<file path="src/rtl/dma_req_handshake.sv">
module dma_req_handshake #(
  parameter int NLINES = 16,
  localparam int LW = $clog2(NLINES),
  localparam int CW = 5
) (
  input  logic                clk,
  input  logic                rst_n,
  input  logic [NLINES-1:0]   burst_req,
  input  logic [NLINES-1:0]   single_req,
  input  logic [NLINES-1:0]   last_burst_req,
  input  logic [NLINES-1:0]   last_single_req,
  input  logic [2*NLINES-1:0] burst_size,
  input  logic                xfer_done,
  output logic                xfer_valid,
  output logic [LW-1:0]       xfer_line,
  output logic [CW-1:0]       xfer_count,
  output logic                xfer_last,
  output logic [NLINES-1:0]   clr
);

  logic [NLINES-1:0] b_m, b_s, s_m, s_s, lb_m, lb_s, ls_m, ls_s;
  logic [NLINES-1:0] lock, any_s, pend, line_oh, fin_oh;
  logic [LW-1:0]     sel;
  logic [CW-1:0]     left, grant_cnt;
  logic              grant_last, wide, finish;
  logic [1:0]        code;

  always_ff @(posedge clk) begin
    if (!rst_n) begin
      b_m <= '0; b_s <= '0; s_m <= '0; s_s <= '0;
      lb_m <= '0; lb_s <= '0; ls_m <= '0; ls_s <= '0;
    end else begin
      b_m  <= burst_req;       b_s  <= b_m;
      s_m  <= single_req;      s_s  <= s_m;
      lb_m <= last_burst_req;  lb_s <= lb_m;
      ls_m <= last_single_req; ls_s <= ls_m;
    end
  end

  assign any_s = b_s | s_s | lb_s | ls_s;
  assign pend  = any_s & ~lock;

  always_comb begin
    sel = '0;
    for (int i = NLINES - 1; i >= 0; i--)
      if (pend[i]) sel = LW'(i);
  end

  assign wide = b_s[sel] | lb_s[sel];
  assign code = burst_size[2*sel +: 2];

  always_comb begin
    if (!wide) grant_cnt = CW'(1);
    else case (code)
      2'd0:    grant_cnt = CW'(1);
      2'd1:    grant_cnt = CW'(4);
      2'd2:    grant_cnt = CW'(8);
      default: grant_cnt = CW'(16);
    endcase
  end

  assign grant_last = wide ? lb_s[sel] : ls_s[sel];
  assign line_oh    = NLINES'(1) << xfer_line;
  assign finish     = xfer_valid && xfer_done && (left == CW'(1));
  assign fin_oh     = finish ? line_oh : '0;

  always_ff @(posedge clk) begin
    if (!rst_n) begin
      xfer_valid <= 1'b0;
      xfer_line  <= '0;
      xfer_count <= '0;
      xfer_last  <= 1'b0;
      left       <= '0;
      clr        <= '0;
      lock       <= '0;
    end else begin
      clr  <= fin_oh;
      lock <= (lock & any_s) | fin_oh;
      if (!xfer_valid) begin
        if (|pend) begin
          xfer_valid <= 1'b1;
          xfer_line  <= sel;
          xfer_count <= grant_cnt;
          left       <= grant_cnt;
          xfer_last  <= grant_last;
        end
      end else if (xfer_done) begin
        if (left == CW'(1)) xfer_valid <= 1'b0;
        else left <= left - CW'(1);
      end
    end
  end

  p_clr_onehot_r7: assert property (@(posedge clk) disable iff (!rst_n)
    $onehot0(clr));
  p_clr_single_cycle_r7: assert property (@(posedge clk) disable iff (!rst_n)
    (clr != '0) |=> (clr == '0));
  p_clr_needs_done_r8: assert property (@(posedge clk) disable iff (!rst_n)
    (clr != '0) |-> ($past(xfer_done) && $past(xfer_valid) && !xfer_valid));
  p_count_legal_r3: assert property (@(posedge clk) disable iff (!rst_n)
    xfer_valid |-> (xfer_count == 1 || xfer_count == 4 || xfer_count == 8 || xfer_count == 16));
  p_grant_unlocked_r9: assert property (@(posedge clk) disable iff (!rst_n)
    (xfer_valid && !$past(xfer_valid)) |-> (($past(lock) & line_oh) == '0));
  p_hold_grant_r11: assert property (@(posedge clk) disable iff (!rst_n)
    (xfer_valid && !finish) |=> (xfer_valid && $stable(xfer_line) && $stable(xfer_count) && $stable(xfer_last)));

endmodule

</file>
<file path="config.mk">
export PLATFORM = sky130hd
export DESIGN_NAME = dma_req_handshake
export DESIGN_NICKNAME = d
export VERILOG_FILES = /design/src/rtl/dma_req_handshake.sv
export SDC_FILE = /design/constraint.sdc
export NUM_CORES = 1
export LEC_CHECK = 0
export ABC_AREA = 1
export BUFFER_PORTS_ARGS = -buffer_cell sky130_fd_sc_hd__clkbuf_2
export CORE_ASPECT_RATIO = 0.7
export CORE_MARGIN = 2
export CORE_UTILIZATION = 45
export DETAILED_ROUTE_END_ITERATION = 16
export GPL_ROUTABILITY_DRIVEN = 0
export PLACE_DENSITY_LB_ADDON = 0.25
export SLEW_MARGIN = 10
export SYNTH_ARGS = -nofsm -noshare
export SYNTH_HDL_FRONTEND = slang
export SYNTH_SLANG_ARGS = --single-unit
</file>
<file path="constraint.sdc">
create_clock -name clk -period 2.85 [get_ports clk]
set_clock_uncertainty 0.15 [all_clocks]
set_input_delay 0.4275 -clock clk [delete_from_list [all_inputs] [get_ports clk]]
set_output_delay 0.4275 -clock clk [all_outputs]
set_load 0.02 [all_outputs]
</file>
==> reports/qor.csv <==
stage,metric,value,unit
sta,whs,0.02138,ns
detailed_routing,drc,0,
logic_synthesis,syn-num-nets,978,
logic_synthesis,synth.distinct_cells,34,
pwr,p_per_area,701.9,nW/µm²
logic_synthesis,ys_ff_latch,175,
sta,setup_slack,-0.01304,ns
clock_tree,clock-root-buffer,clkbuf_16,
logic_synthesis,avgSynthCellArea,7.506,µm²
clock_tree,holdBufCountCts,0,
sta,hold_violations,0,
logic_synthesis,syn_inst,877,
sta,post-route-min-period,2.863,ns
grt,grt_usage,19.84,%
final_layout,nNetsFinal,1112,
sta,rsz0062_at_grt,true,
logic_synthesis,synth_top_cell_by_area,dfxtp_1,
logic_synthesis,netlist_area,6583,µm²
sta,fin_crit_sh,100.5,%
floorplan,die_width,148.6,µm
sta,relSlewSlack,52.46,%
sta,fmax,349.3,MHz
pwr,leakagePower,4.723,nW
placement,io_buffer_count,124,
floorplan,rows,36,
placement,dp_slack,0.06278,ns
detailed_routing,wl_per_cell,12.97,µm
final_layout,num_antenna_cells,0,
grt,grt_max_degree,78,
grt,grt_pass1_wl,24280,µm
placement,hpwl,10860,µm
placement,placed_cell_area,7428,µm²
logic_synthesis,ys.flop_type,dfxtp_1,
setup_path,cp_data_arrival_time,3.09,ns
detailed_routing,via_per_inst,4.564,
clock_tree,htree_levels,4,
setup_path,crit_type,reg -> reg,
grt,grt_overflow_total,0,
clock_tree,cts.clk_slew.worst_paths,0.07,ns
logic_synthesis,ys_warn_count,0,
final_layout,final_cell_mix,"236 x nand2_1, 189 x inv_1, 173 x dfxtp_1",
clock_tree,cts_tree,done,
clock_tree,clk_latency,0.43,ns
floorplan,io_pins,126,
detailed_routing,vias,5541,
final_layout,drive_gt1_share,23.73,%
setup_path,critical_path_peak_fanout,10,
setup_path,required,3.07,ns
final_layout,final_common_cell,nand2_1,
clock_tree,clockBufferDepth,2,
flow_run,cap_violations,0,
grt,antenna_found_initial,0,
floorplan,die_area,15630,µm²
grt,grt_pass1_vias,5068,
worst_hold_path,hp-class,in -> reg,
logic_synthesis,synthTopCellsByArea,"dfxtp_1 53%, nand2_1 14%, inv_1 11%",
logic_synthesis,async_flop_share,0,%
clock_tree,cts_sinks,175,
logic_synthesis,seq_area_frac_synth,53.22,%
sta,final_max_slew_viol_count,0,
detailed_routing,first_pass_iters,5,
clock_tree,cts-buffers-inserted,17,
sta,worst_pin_slew,0.7131,ns
detailed_routing,drt-total-wl,15750,µm
detailed_routing,drtIter0Drc,340,
outcome,status,"complete, but fails checks",
outcome,violations,negative setup slack,
floorplan,die_y,105.2,µm
setup_path,endpoint_kind,register,
pwr,ir_worst_vdd,0.3613,mV
floorplan,core_area,14100,µm²
logic_synthesis,yosysTopAreaCellShare,53.22,%
sta,fin_setup_tns,-0.01699,ns
detailed_routing,postRouteAntennaNets,0,
sta,setup_viol,2,
setup_path,cp-start-kind,register,
final_layout,syn2layout_area_growth,26.08,%
logic_synthesis,synth_edf_count,0,
final_layout,finalInstanceArea,8299,µm²
floorplan,start_util,46.69,%
flip-flops by register name (all words and copies together), names as in the netlist:
signal and count:
clr 16, xfer_last 1, s_m 16, xfer_valid 1, xfer_line 4, b_m 16
s_s 16, lb_m 16, left 5, xfer_count 4, ls_s 16, b_s 16
lock 16, lb_s 16, ls_m 16
power breakdown:
part           internal, mW  switching (mW)  leakage, nW
combinational         0.378           0.567         2.99
sequential             2.55          0.0535         1.44
clock                  1.18            1.09        0.289
total                  4.11            1.71         4.72
Yosys cell counts (5+ instances only):
library cell  number
nor2_1            52
a31o_2            16
clkbuf_1          17
buf_1              5
nand3_1           78
inv_1            191
o21ai_0           21
a21oi_1           18
nand2_1          246
dfxtp_1          175
nand3b_1          11
buf_2              5
repair_timing:
action,4_1_cts,5_1_grt
gates resized for setup,0,42
setup endpoints to repair,0,9
setup buffers,0,2
cells by family (layout without fill, tap and decap cells):
kind of cell / count (synthesis) / in the layout / share of synthesized area [%]
DFF: 175 / 175 / 53.22
xor gates and xnor gates: 3 / 3 / 0.3992
other: 1 / 1 / 0.05697
and+or+nand+nor: 402 / 402 / 25.87
buffers and inverters: 227 / 374 / 13.55
adders and majority gates: 2 / 2 / 0.3801
AOI/OAI and AO/OA: 67 / 67 / 6.520
worst max-delay path: stages (launching register included):
cell       delay (ns)
dfxtp_1          0.34
or4_1            0.55
nand2_1          0.15
nand2_1          0.07
nand2_1          0.05
nand2_1          0.04
nand2_1          0.06
nand2_2          0.06
nand2_4          0.13
nand2_8          0.10
clkbuf_16        0.19
nand2_1          0.06
nand3_1          0.09
nand3_2          0.11
nand3_1          0.10
nand2_2          0.13
inv_2            0.06
nor2_4           0.09
nand2_4          0.06
nand2_2          0.05
nand2_2          0.05
a21oi_2          0.10
through the flow:
step / cells / util (%) / total power, mW
after floorplan: 877 / - / 3.185
after global placement: 1175 / 52.69 / 3.438
after detailed placement: 1175 / 52.69 / 3.444
after CTS: 1207 / 56.90 / 5.695
after global routing: 1214 / 58.87 / 6.075
final: 1214 / 58.87 / 5.825
routing by layer:
metal	GRT usage, %	vias to the layer above	wire, µm
met5	0	-	0
met3	4.585	25	1166
met1	27.83	2422	7529
li1	-	2903	-
met2	30.16	191	6808
met4	6.531	0	246
path summary, 6_finish.rpt:
kind                 from      end  slack, ns  depth (start not counted)
max                b_s[6]  left[4]      -0.01                         21
min          burst_req[9]   b_m[9]       0.02                          3
max reg2reg        b_s[6]  left[4]      -0.01                         21
min reg2reg       lb_m[0]  lb_s[0]       0.26                          2
final cells by class:
cell class	count	area, µm²
tap	190	237.7
clock inverter	15	168.9
timing repair buffer	147	910.9
sequential	175	3506
multi-input combinational	475	2312
fill	1321	5799
inverter	195	738.2
clock buffer	17	425.4
(Power assumes the default switching activity.)
